$ cat src/rtl/hbap_pkg.sv
package hbap_pkg;
  localparam int PAGE_W = 8;
  localparam int OFF_W  = 21;
  localparam int STORE_AW = OFF_W + PAGE_W;

  typedef struct packed {
    logic              en;
    logic [PAGE_W-1:0] first;
    logic [PAGE_W-1:0] last;
    logic [OFF_W-1:0]  base;
  } win_desc_t;

  typedef enum logic [3:0] {
    ST_IDLE, ST_SKIP, ST_CFG_RD, ST_CFG_WR,
    ST_RD_REQ, ST_RD_WAIT, ST_RD_DRV, ST_WR_HOLD, ST_WR_REQ
  } bus_state_t;
endpackage

$ cat src/rtl/hbap_desc_regs.sv
module hbap_desc_regs
  import hbap_pkg::*;
#(
  parameter int NDESC = 4,
  localparam int IDXW = (NDESC > 1) ? $clog2(NDESC) : 1
) (
  input  logic                  clk,
  input  logic                  rst_n,
  input  logic                  wr_en,
  input  logic [7:0]            reg_off,
  input  logic [7:0]            wr_data,
  output logic [7:0]            rd_data,
  output win_desc_t [NDESC-1:0] descs
);
  logic [IDXW-1:0] sel;
  logic [2:0]      field;
  logic            in_map;

  assign sel    = reg_off[3 +: IDXW];
  assign field  = reg_off[2:0];
  assign in_map = (32'(reg_off[7:3]) < NDESC);

  for (genvar g = 0; g < NDESC; g++) begin : g_slot
    always_ff @(posedge clk) begin
      if (!rst_n) begin
        descs[g] <= '0;
      end else if (wr_en && in_map && (32'(sel) == g)) begin
        case (field)
          3'd0: descs[g].first <= wr_data;
          3'd1: descs[g].last <= wr_data;
          3'd2: descs[g].base[7:0] <= wr_data;
          3'd3: descs[g].base[15:8] <= wr_data;
          3'd4: begin
            descs[g].en <= wr_data[7];
            descs[g].base[20:16] <= wr_data[4:0];
          end
          default: ;
        endcase
      end
    end
  end

  always_comb begin
    rd_data = '0;
    if (in_map) begin
      case (field)
        3'd0: rd_data = descs[sel].first;
        3'd1: rd_data = descs[sel].last;
        3'd2: rd_data = descs[sel].base[7:0];
        3'd3: rd_data = descs[sel].base[15:8];
        3'd4: rd_data = {descs[sel].en, 2'b00, descs[sel].base[20:16]};
        default: rd_data = '0;
      endcase
    end
  end
endmodule

$ cat src/rtl/hbap_match.sv
module hbap_match
  import hbap_pkg::*;
#(
  parameter int NDESC = 4,
  parameter logic [7:0] CFG_PAGE = 8'hBF
) (
  input  logic                  clk,
  input  logic                  rst_n,
  input  logic [PAGE_W-1:0]     page,
  input  win_desc_t [NDESC-1:0] descs,
  output logic                  hit,
  output logic [OFF_W-1:0]      xpage
);
  logic [NDESC-1:0] in_rng;
  logic [NDESC-1:0] winner;

  for (genvar g = 0; g < NDESC; g++) begin : g_cmp
    assign in_rng[g] = descs[g].en && (page >= descs[g].first) &&
                       (page <= descs[g].last) && (page != CFG_PAGE);
  end

  always_comb begin
    winner = '0;
    xpage  = '0;
    for (int i = NDESC - 1; i >= 0; i--) begin
      if (in_rng[i]) begin
        winner = '0;
        winner[i] = 1'b1;
        xpage = descs[i].base + OFF_W'(page - descs[i].first);
      end
    end
  end

  assign hit = |in_rng;

  a_r3_single_winner: assert property (@(posedge clk) disable iff (!rst_n)
    $onehot0(winner));
  a_r8_cfg_page_unmapped: assert property (@(posedge clk) disable iff (!rst_n)
    hit |-> (page != CFG_PAGE));
endmodule

$ cat src/rtl/hbap_bus_seq.sv
module hbap_bus_seq
  import hbap_pkg::*;
#(
  parameter logic [7:0] CFG_PAGE = 8'hBF
) (
  input  logic                clk,
  input  logic                rst_n,
  input  logic                hb_cyc,
  input  logic                hb_rnw,
  input  logic [15:0]         hb_addr,
  input  logic [7:0]          hb_wdata,
  output logic [7:0]          hb_rdata,
  output logic                hb_oe,
  output logic                hb_dir,
  output logic                hb_claim,
  input  logic                hit,
  input  logic [OFF_W-1:0]    xpage,
  output logic                cfg_we,
  output logic [7:0]          cfg_off,
  output logic [7:0]          cfg_wdata,
  input  logic [7:0]          cfg_rdata,
  output logic                mem_req_valid,
  input  logic                mem_req_ready,
  output logic                mem_req_we,
  output logic [STORE_AW-1:0] mem_req_addr,
  output logic [7:0]          mem_req_wdata,
  input  logic                mem_rsp_done,
  input  logic [7:0]          mem_rsp_data
);
  bus_state_t state;
  logic [7:0] wd_q, wd_hold, rd_q, off_q;
  logic [STORE_AW-1:0] addr_q;

  always_ff @(posedge clk) begin
    if (!rst_n) begin
      state   <= ST_IDLE;
      wd_q    <= '0;
      wd_hold <= '0;
      rd_q    <= '0;
      off_q   <= '0;
      addr_q  <= '0;
    end else begin
      if (hb_cyc) wd_q <= hb_wdata;
      case (state)
        ST_IDLE: if (hb_cyc) begin
          off_q  <= hb_addr[7:0];
          addr_q <= {xpage, hb_addr[7:0]};
          if (hb_addr[15:8] == CFG_PAGE) state <= hb_rnw ? ST_CFG_RD : ST_CFG_WR;
          else if (hit) state <= hb_rnw ? ST_RD_REQ : ST_WR_HOLD;
          else state <= ST_SKIP;
        end
        ST_SKIP, ST_CFG_RD, ST_CFG_WR, ST_RD_DRV: if (!hb_cyc) state <= ST_IDLE;
        ST_RD_REQ: if (mem_req_ready) state <= ST_RD_WAIT;
        ST_RD_WAIT: if (mem_rsp_done) begin
          rd_q  <= mem_rsp_data;
          state <= hb_cyc ? ST_RD_DRV : ST_IDLE;
        end
        ST_WR_HOLD: if (!hb_cyc) begin
          wd_hold <= wd_q;
          state   <= ST_WR_REQ;
        end
        ST_WR_REQ: if (mem_req_ready) state <= ST_IDLE;
        default: state <= ST_IDLE;
      endcase
    end
  end

  assign hb_oe    = hb_cyc && ((state == ST_RD_DRV) || (state == ST_CFG_RD));
  assign hb_dir   = hb_oe;
  assign hb_rdata = (state == ST_CFG_RD) ? cfg_rdata : rd_q;
  assign hb_claim = hb_cyc && (state inside {ST_CFG_RD, ST_CFG_WR, ST_RD_REQ,
                                             ST_RD_WAIT, ST_RD_DRV, ST_WR_HOLD});

  assign cfg_we    = (state == ST_CFG_WR) && !hb_cyc;
  assign cfg_off   = off_q;
  assign cfg_wdata = wd_q;

  assign mem_req_valid = (state == ST_RD_REQ) || (state == ST_WR_REQ);
  assign mem_req_we    = (state == ST_WR_REQ);
  assign mem_req_addr  = addr_q;
  assign mem_req_wdata = wd_hold;

  a_r7_hold_request: assert property (@(posedge clk) disable iff (!rst_n)
    (mem_req_valid && !mem_req_ready) |=> (mem_req_valid && $stable(mem_req_addr)
      && $stable(mem_req_we) && $stable(mem_req_wdata)));
  a_r5_drive_after_done: assert property (@(posedge clk) disable iff (!rst_n)
    ((state == ST_RD_DRV) && ($past(state) != ST_RD_DRV)) |-> $past(mem_rsp_done));
  a_r6_write_after_cycle: assert property (@(posedge clk) disable iff (!rst_n)
    (mem_req_valid && mem_req_we && !$past(mem_req_valid)) |-> $past(!hb_cyc));
  a_r9_no_drive_on_write: assert property (@(posedge clk) disable iff (!rst_n)
    (mem_req_valid && mem_req_we) |-> !hb_oe);
endmodule

$ cat src/rtl/host_aperture_ctrl.sv
module host_aperture_ctrl
  import hbap_pkg::*;
#(
  parameter int NDESC = 4,
  parameter logic [7:0] CFG_PAGE = 8'hBF
) (
  input  logic                clk,
  input  logic                rst_n,
  input  logic                hb_cyc,
  input  logic                hb_rnw,
  input  logic [15:0]         hb_addr,
  input  logic [7:0]          hb_wdata,
  output logic [7:0]          hb_rdata,
  output logic                hb_oe,
  output logic                hb_dir,
  output logic                hb_claim,
  output logic                mem_req_valid,
  input  logic                mem_req_ready,
  output logic                mem_req_we,
  output logic [28:0]         mem_req_addr,
  output logic [7:0]          mem_req_wdata,
  input  logic                mem_rsp_done,
  input  logic [7:0]          mem_rsp_data
);
  win_desc_t [NDESC-1:0] descs;
  logic             hit, cfg_we;
  logic [OFF_W-1:0] xpage;
  logic [7:0]       cfg_off, cfg_wdata, cfg_rdata;

  hbap_desc_regs #(.NDESC(NDESC)) u_regs (
    .clk(clk), .rst_n(rst_n), .wr_en(cfg_we), .reg_off(cfg_off),
    .wr_data(cfg_wdata), .rd_data(cfg_rdata), .descs(descs)
  );

  hbap_match #(.NDESC(NDESC), .CFG_PAGE(CFG_PAGE)) u_match (
    .clk(clk), .rst_n(rst_n), .page(hb_addr[15:8]), .descs(descs),
    .hit(hit), .xpage(xpage)
  );

  hbap_bus_seq #(.CFG_PAGE(CFG_PAGE)) u_seq (
    .clk(clk), .rst_n(rst_n), .hb_cyc(hb_cyc), .hb_rnw(hb_rnw),
    .hb_addr(hb_addr), .hb_wdata(hb_wdata), .hb_rdata(hb_rdata),
    .hb_oe(hb_oe), .hb_dir(hb_dir), .hb_claim(hb_claim),
    .hit(hit), .xpage(xpage), .cfg_we(cfg_we), .cfg_off(cfg_off),
    .cfg_wdata(cfg_wdata), .cfg_rdata(cfg_rdata),
    .mem_req_valid(mem_req_valid), .mem_req_ready(mem_req_ready),
    .mem_req_we(mem_req_we), .mem_req_addr(mem_req_addr),
    .mem_req_wdata(mem_req_wdata), .mem_rsp_done(mem_rsp_done),
    .mem_rsp_data(mem_rsp_data)
  );

  a_r1_quiet_when_idle: assert property (@(posedge clk) disable iff (!rst_n)
    !hb_cyc |-> (!hb_oe && !hb_claim));
endmodule

$ cat config.mk
export PLATFORM = sky130hd
export DESIGN_NAME = host_aperture_ctrl
export DESIGN_NICKNAME = d
export VERILOG_FILES = /design/src/rtl/hbap_pkg.sv /design/src/rtl/hbap_desc_regs.sv /design/src/rtl/hbap_match.sv /design/src/rtl/hbap_bus_seq.sv /design/src/rtl/host_aperture_ctrl.sv
export SDC_FILE = /design/constraint.sdc
export NUM_CORES = 1
export LEC_CHECK = 0
export BUFFER_PORTS_ARGS = -buffer_cell sky130_fd_sc_hd__buf_2
export CAP_MARGIN = 15
export CORE_UTILIZATION = 30
export CTS_CLUSTER_DIAMETER = 100
export DETAILED_ROUTE_END_ITERATION = 8
export PLACE_DENSITY = 0.45
export SLEW_MARGIN = 20
export SYNTH_ARGS = -nofsm -noshare
export SYNTH_HDL_FRONTEND = slang
export SYNTH_SLANG_ARGS = --single-unit
$ cat constraint.sdc
create_clock -name clk -period 11.2 [get_ports clk]
set_clock_uncertainty 0.05 [all_clocks]
set_input_delay 0.56 -clock clk [delete_from_list [all_inputs] [get_ports clk]]
set_output_delay 0.56 -clock clk [all_outputs]
set_load 0.01 [all_outputs]
==> flow_summary_export.csv <==
group,metric,value,unit
route,ant_nets,0,
floorplanning,die-area,53800,um2
synth,synth_xor_area_share,5.14,%
cts,post_cts_buffers,0,
route,wl_per_cell,22.3,um
floorplanning,chipWidth,232,um
final_layout,n_antenna_cell,0,
sta,finalSetupViolations,0,
sta,slew_violations,0,
sta,tns,0,ps
grt,first_global_vias,12900,
cts,root_buffer,"clkbuf_16",
route,post_drt_via_cell_ratio,5.29,
cts,cts_resized,0,
route,drtPass1Iterations,7,
floorplanning,fp.coreArea,51700,um2
run_status,status,"finished, final reports clean",
worst_setup_path,crit_fanout,13,
grt,grt_pass1_wl,83600,um
sta,worst_pin_slew,1110,ps
worst_setup_path,worst-path-buf-inv,3,
worst_setup_path,reg2reg_to,"u_seq.mem_req_addr[26]",
worst_setup_path,path_delay_family,"simple AND/OR/NAND/NOR gates",
worst_setup_path,cp.depth,19,
worst_setup_path,worst_path_largest_cell_delay,830,ps
synth,syn_inst,1784,
synth,synth_edf_count,0,
synth,synthFlopType,"dfxtp_1",
cts,clk_pin_slew,60,ps
final_layout,multiInputGateArea,11000,um2
placed_design,port_buffers,87,
floorplanning,io_pins,88,
final_layout,final-seq-area,4190,um2
worst_setup_path,r2r-start,"u_regs.descs[67]",
placed_design,gp_congestion,0.886,
worst_setup_path,crit_slowest_cell,"nor2_1",
final_layout,fillerInstances,5327,
cts,cts_tree,"done",
route,routed_wl,56500,um
sta,finalHoldViolations,0,
route,drtIter0Drc,823,
grt,grt-ovfl-total,0,
sta,fin_crit,5100,ps
job,drv_cap,0,
synth,synth_warnings,0,
worst_setup_path,cp-startpoint,"hb_addr[8]",
synth,synth_seq_cells,209,
cts,cts_max_level,1,
synth,synth-seq-area-share,26.4,%
cts,clk_latency,570,ps
synth,synthArstFlopShare,0,%
sta,fmax,0.196,GHz
synth,yosys.cell_types.count,78,
power_and_ir_drop,power_leakage,6.94,nW
worst_setup_path,r2r_setup_slack,6300,ps
worst_setup_path,cp_data_arrival_time,5470,ps
cts,cts_inserted_buffers,26,
synth,synth_top_family_by_area,"simple AND/OR/NAND/NOR gates",
cts,cts_sinks,209,
synth,yosys.area_share.simple,18.5,%
worst_setup_path,required,11570,ps
hold_path,hold_class,"in -> reg",
cts,hold_buffers,0,
final_layout,mostFrequentLayoutCell,"dfxtp_1",
route,drc,0,
worst_setup_path,r2r_cells,17,
route,num_vias,13400,
worst_setup_path,end_kind,"flip-flop",
power_and_ir_drop,powerDensity,112,nW/um2
grt,grt.total_usage,20.9,%
sta,rsz0062_at_grt,"false",
cts,clockBufferDepth,3,
grt,antenna_found_initial,1,
synth,synth_fp_nets,1974,
floorplanning,initial_core_util,30.7,%
floorplanning,die_height,232,um
worst_setup_path,cp-endpoint,"u_seq.mem_req_addr[26]",
worst_setup_path,critPathLaunchType,"primary input",
synth,syn_area,15900,um2
sta,slew_headroom,25.7,%
worst_setup_path,path_class,"in -> reg",
final_layout,syn_to_final_growth,12.8,%
power_and_ir_drop,peakVddDrop,103,uV
placed_design,dp_hpwl,41900,um
synth,synthAdderAreaFrac,12.4,%
final_layout,drive_above_1_share,12.4,%
synth,synth.area.mux_share,16.5,%
final_layout,final_cell_mix,"201 x dfxtp_1, 189 x nor2b_1, 176 x mux2i_1, 144 x ha_1, 104 x nand2_1",
synth,synth_compound_area_share,16.8,%
sta,whs,186,ps
final_layout,finalNetCount,2021,
sta,min_period_over_period,45.6,%
floorplanning,fp-row-count,83,
synth,synth.avg_cell_area,8.89,um2
grt,grt_max_degree,96,
worst_setup_path,crit_chain,"buf_2 > inv_1 > ha_1 > inv_1 > fa_1 > a21o_1 > a21oi_1 > o22ai_1 > nor2_1 > ha_1 > a21o_1 > and2_1 > a311oi_1 > or3_1 > nor2_1 > or3_1 > a31oi_1 > xor2_1 > a211oi_1",
[per-layer routing]
layer	up-vias	wire (um)	track usage [%]
met5	-	0	0
met4	0	1220	5.24
met3	54	2970	2.30
met2	347	24800	33.0
met1	6450	27500	30.1
li1	6536	-	-
[how the worst min path moves through the flow]
stage                                         to  depth (start not counted)                   start
after floorplan                  u_regs.descs[7]                          2         u_regs.descs[7]
after global placement    u_seq.mem_req_addr[17]                          2  u_seq.mem_req_addr[17]
after detailed placement   u_seq.mem_req_addr[7]                          2   u_seq.mem_req_addr[7]
after CTS                  u_seq.mem_req_addr[3]                          3              hb_addr[3]
after global routing       u_seq.mem_req_addr[4]                          3              hb_addr[4]
final                      u_seq.mem_req_addr[3]                          3              hb_addr[3]
[flip-flops by register name, indices dropped and copies added (netlist names)]
signal               count
u_regs.descs           152
u_seq.cfg_wdata          8
u_seq.mem_req_addr      29
u_seq.mem_req_wdata      8
u_seq.rd_q               8
u_seq.state              4
[cell usage after synthesis (38+ instances only)]
cell | instances | share of area [%]
ha_1 | 144 | 11
nand2_1 | 104 | 2.5
nor2b_1 | 189 | 7.5
a21oi_1 | 97 | 3.1
nor2_1 | 89 | 2.1
mux4_2 | 38 | 5.4
clkbuf_1 | 55 | 1.3
mux2i_1 | 176 | 11
xnor2_1 | 67 | 3.7
dfxtp_1 | 209 | 26
inv_1 | 88 | 2.1
a21o_1 | 46 | 2.2
o21ai_0 | 73 | 2.3
[stage by stage]
stage | util [%] | instances | worst slack (ps) | area, um2 | power, W
6_report | 34.6 | 2531 | 6100 | 17900 | 0.00201
4_1_cts | 34.6 | 2531 | 6140 | 17900 | 0.00203
2_1_floorplan | - | 1784 | 6530 | 15900 | 0.000965
3_5_place_dp | 32.7 | 2483 | 5550 | 16900 | 0.00106
3_3_place_gp | 32.7 | 2483 | 5630 | 16900 | 0.00106
5_1_grt | 34.6 | 2531 | 5700 | 17900 | 0.00209
[tightest hold or removal path: cells and delay by family]
kind	cells	cell delay, ps
buf+inv	1	90
compound gates	1	60
simple gates	1	40
[cells by family (layout without fill, tap and decap cells)]
family          count (synthesis)  in the layout
mux                           214            214
fa+ha+maj                     152            152
xor+xnor                       93             93
simple gates                  549            549
flops                         209            209
buf+inv                       171            238
compound gates                396            396
[area by class of cell]
class / count / share of cell area, %
repair buffers: 102 / 3.08
multi-input cells: 1404 / 61.4
inverters: 88 / 1.85
flip-flops and latches: 209 / 23.4
clock inverters: 10 / 1.14
clock buffers: 38 / 4.29
well taps: 680 / 4.76
[power breakdown]
part           internal (W)  leakage [nW]  total (W)  switching, W
clock              0.000611         0.476   0.000969      0.000359
sequential         0.000752          1.69   0.000779     0.0000275
combinational      0.000104          4.78   0.000261      0.000157
total               0.00147          6.94    0.00201      0.000543
Power figures use the tool's default switching activity.
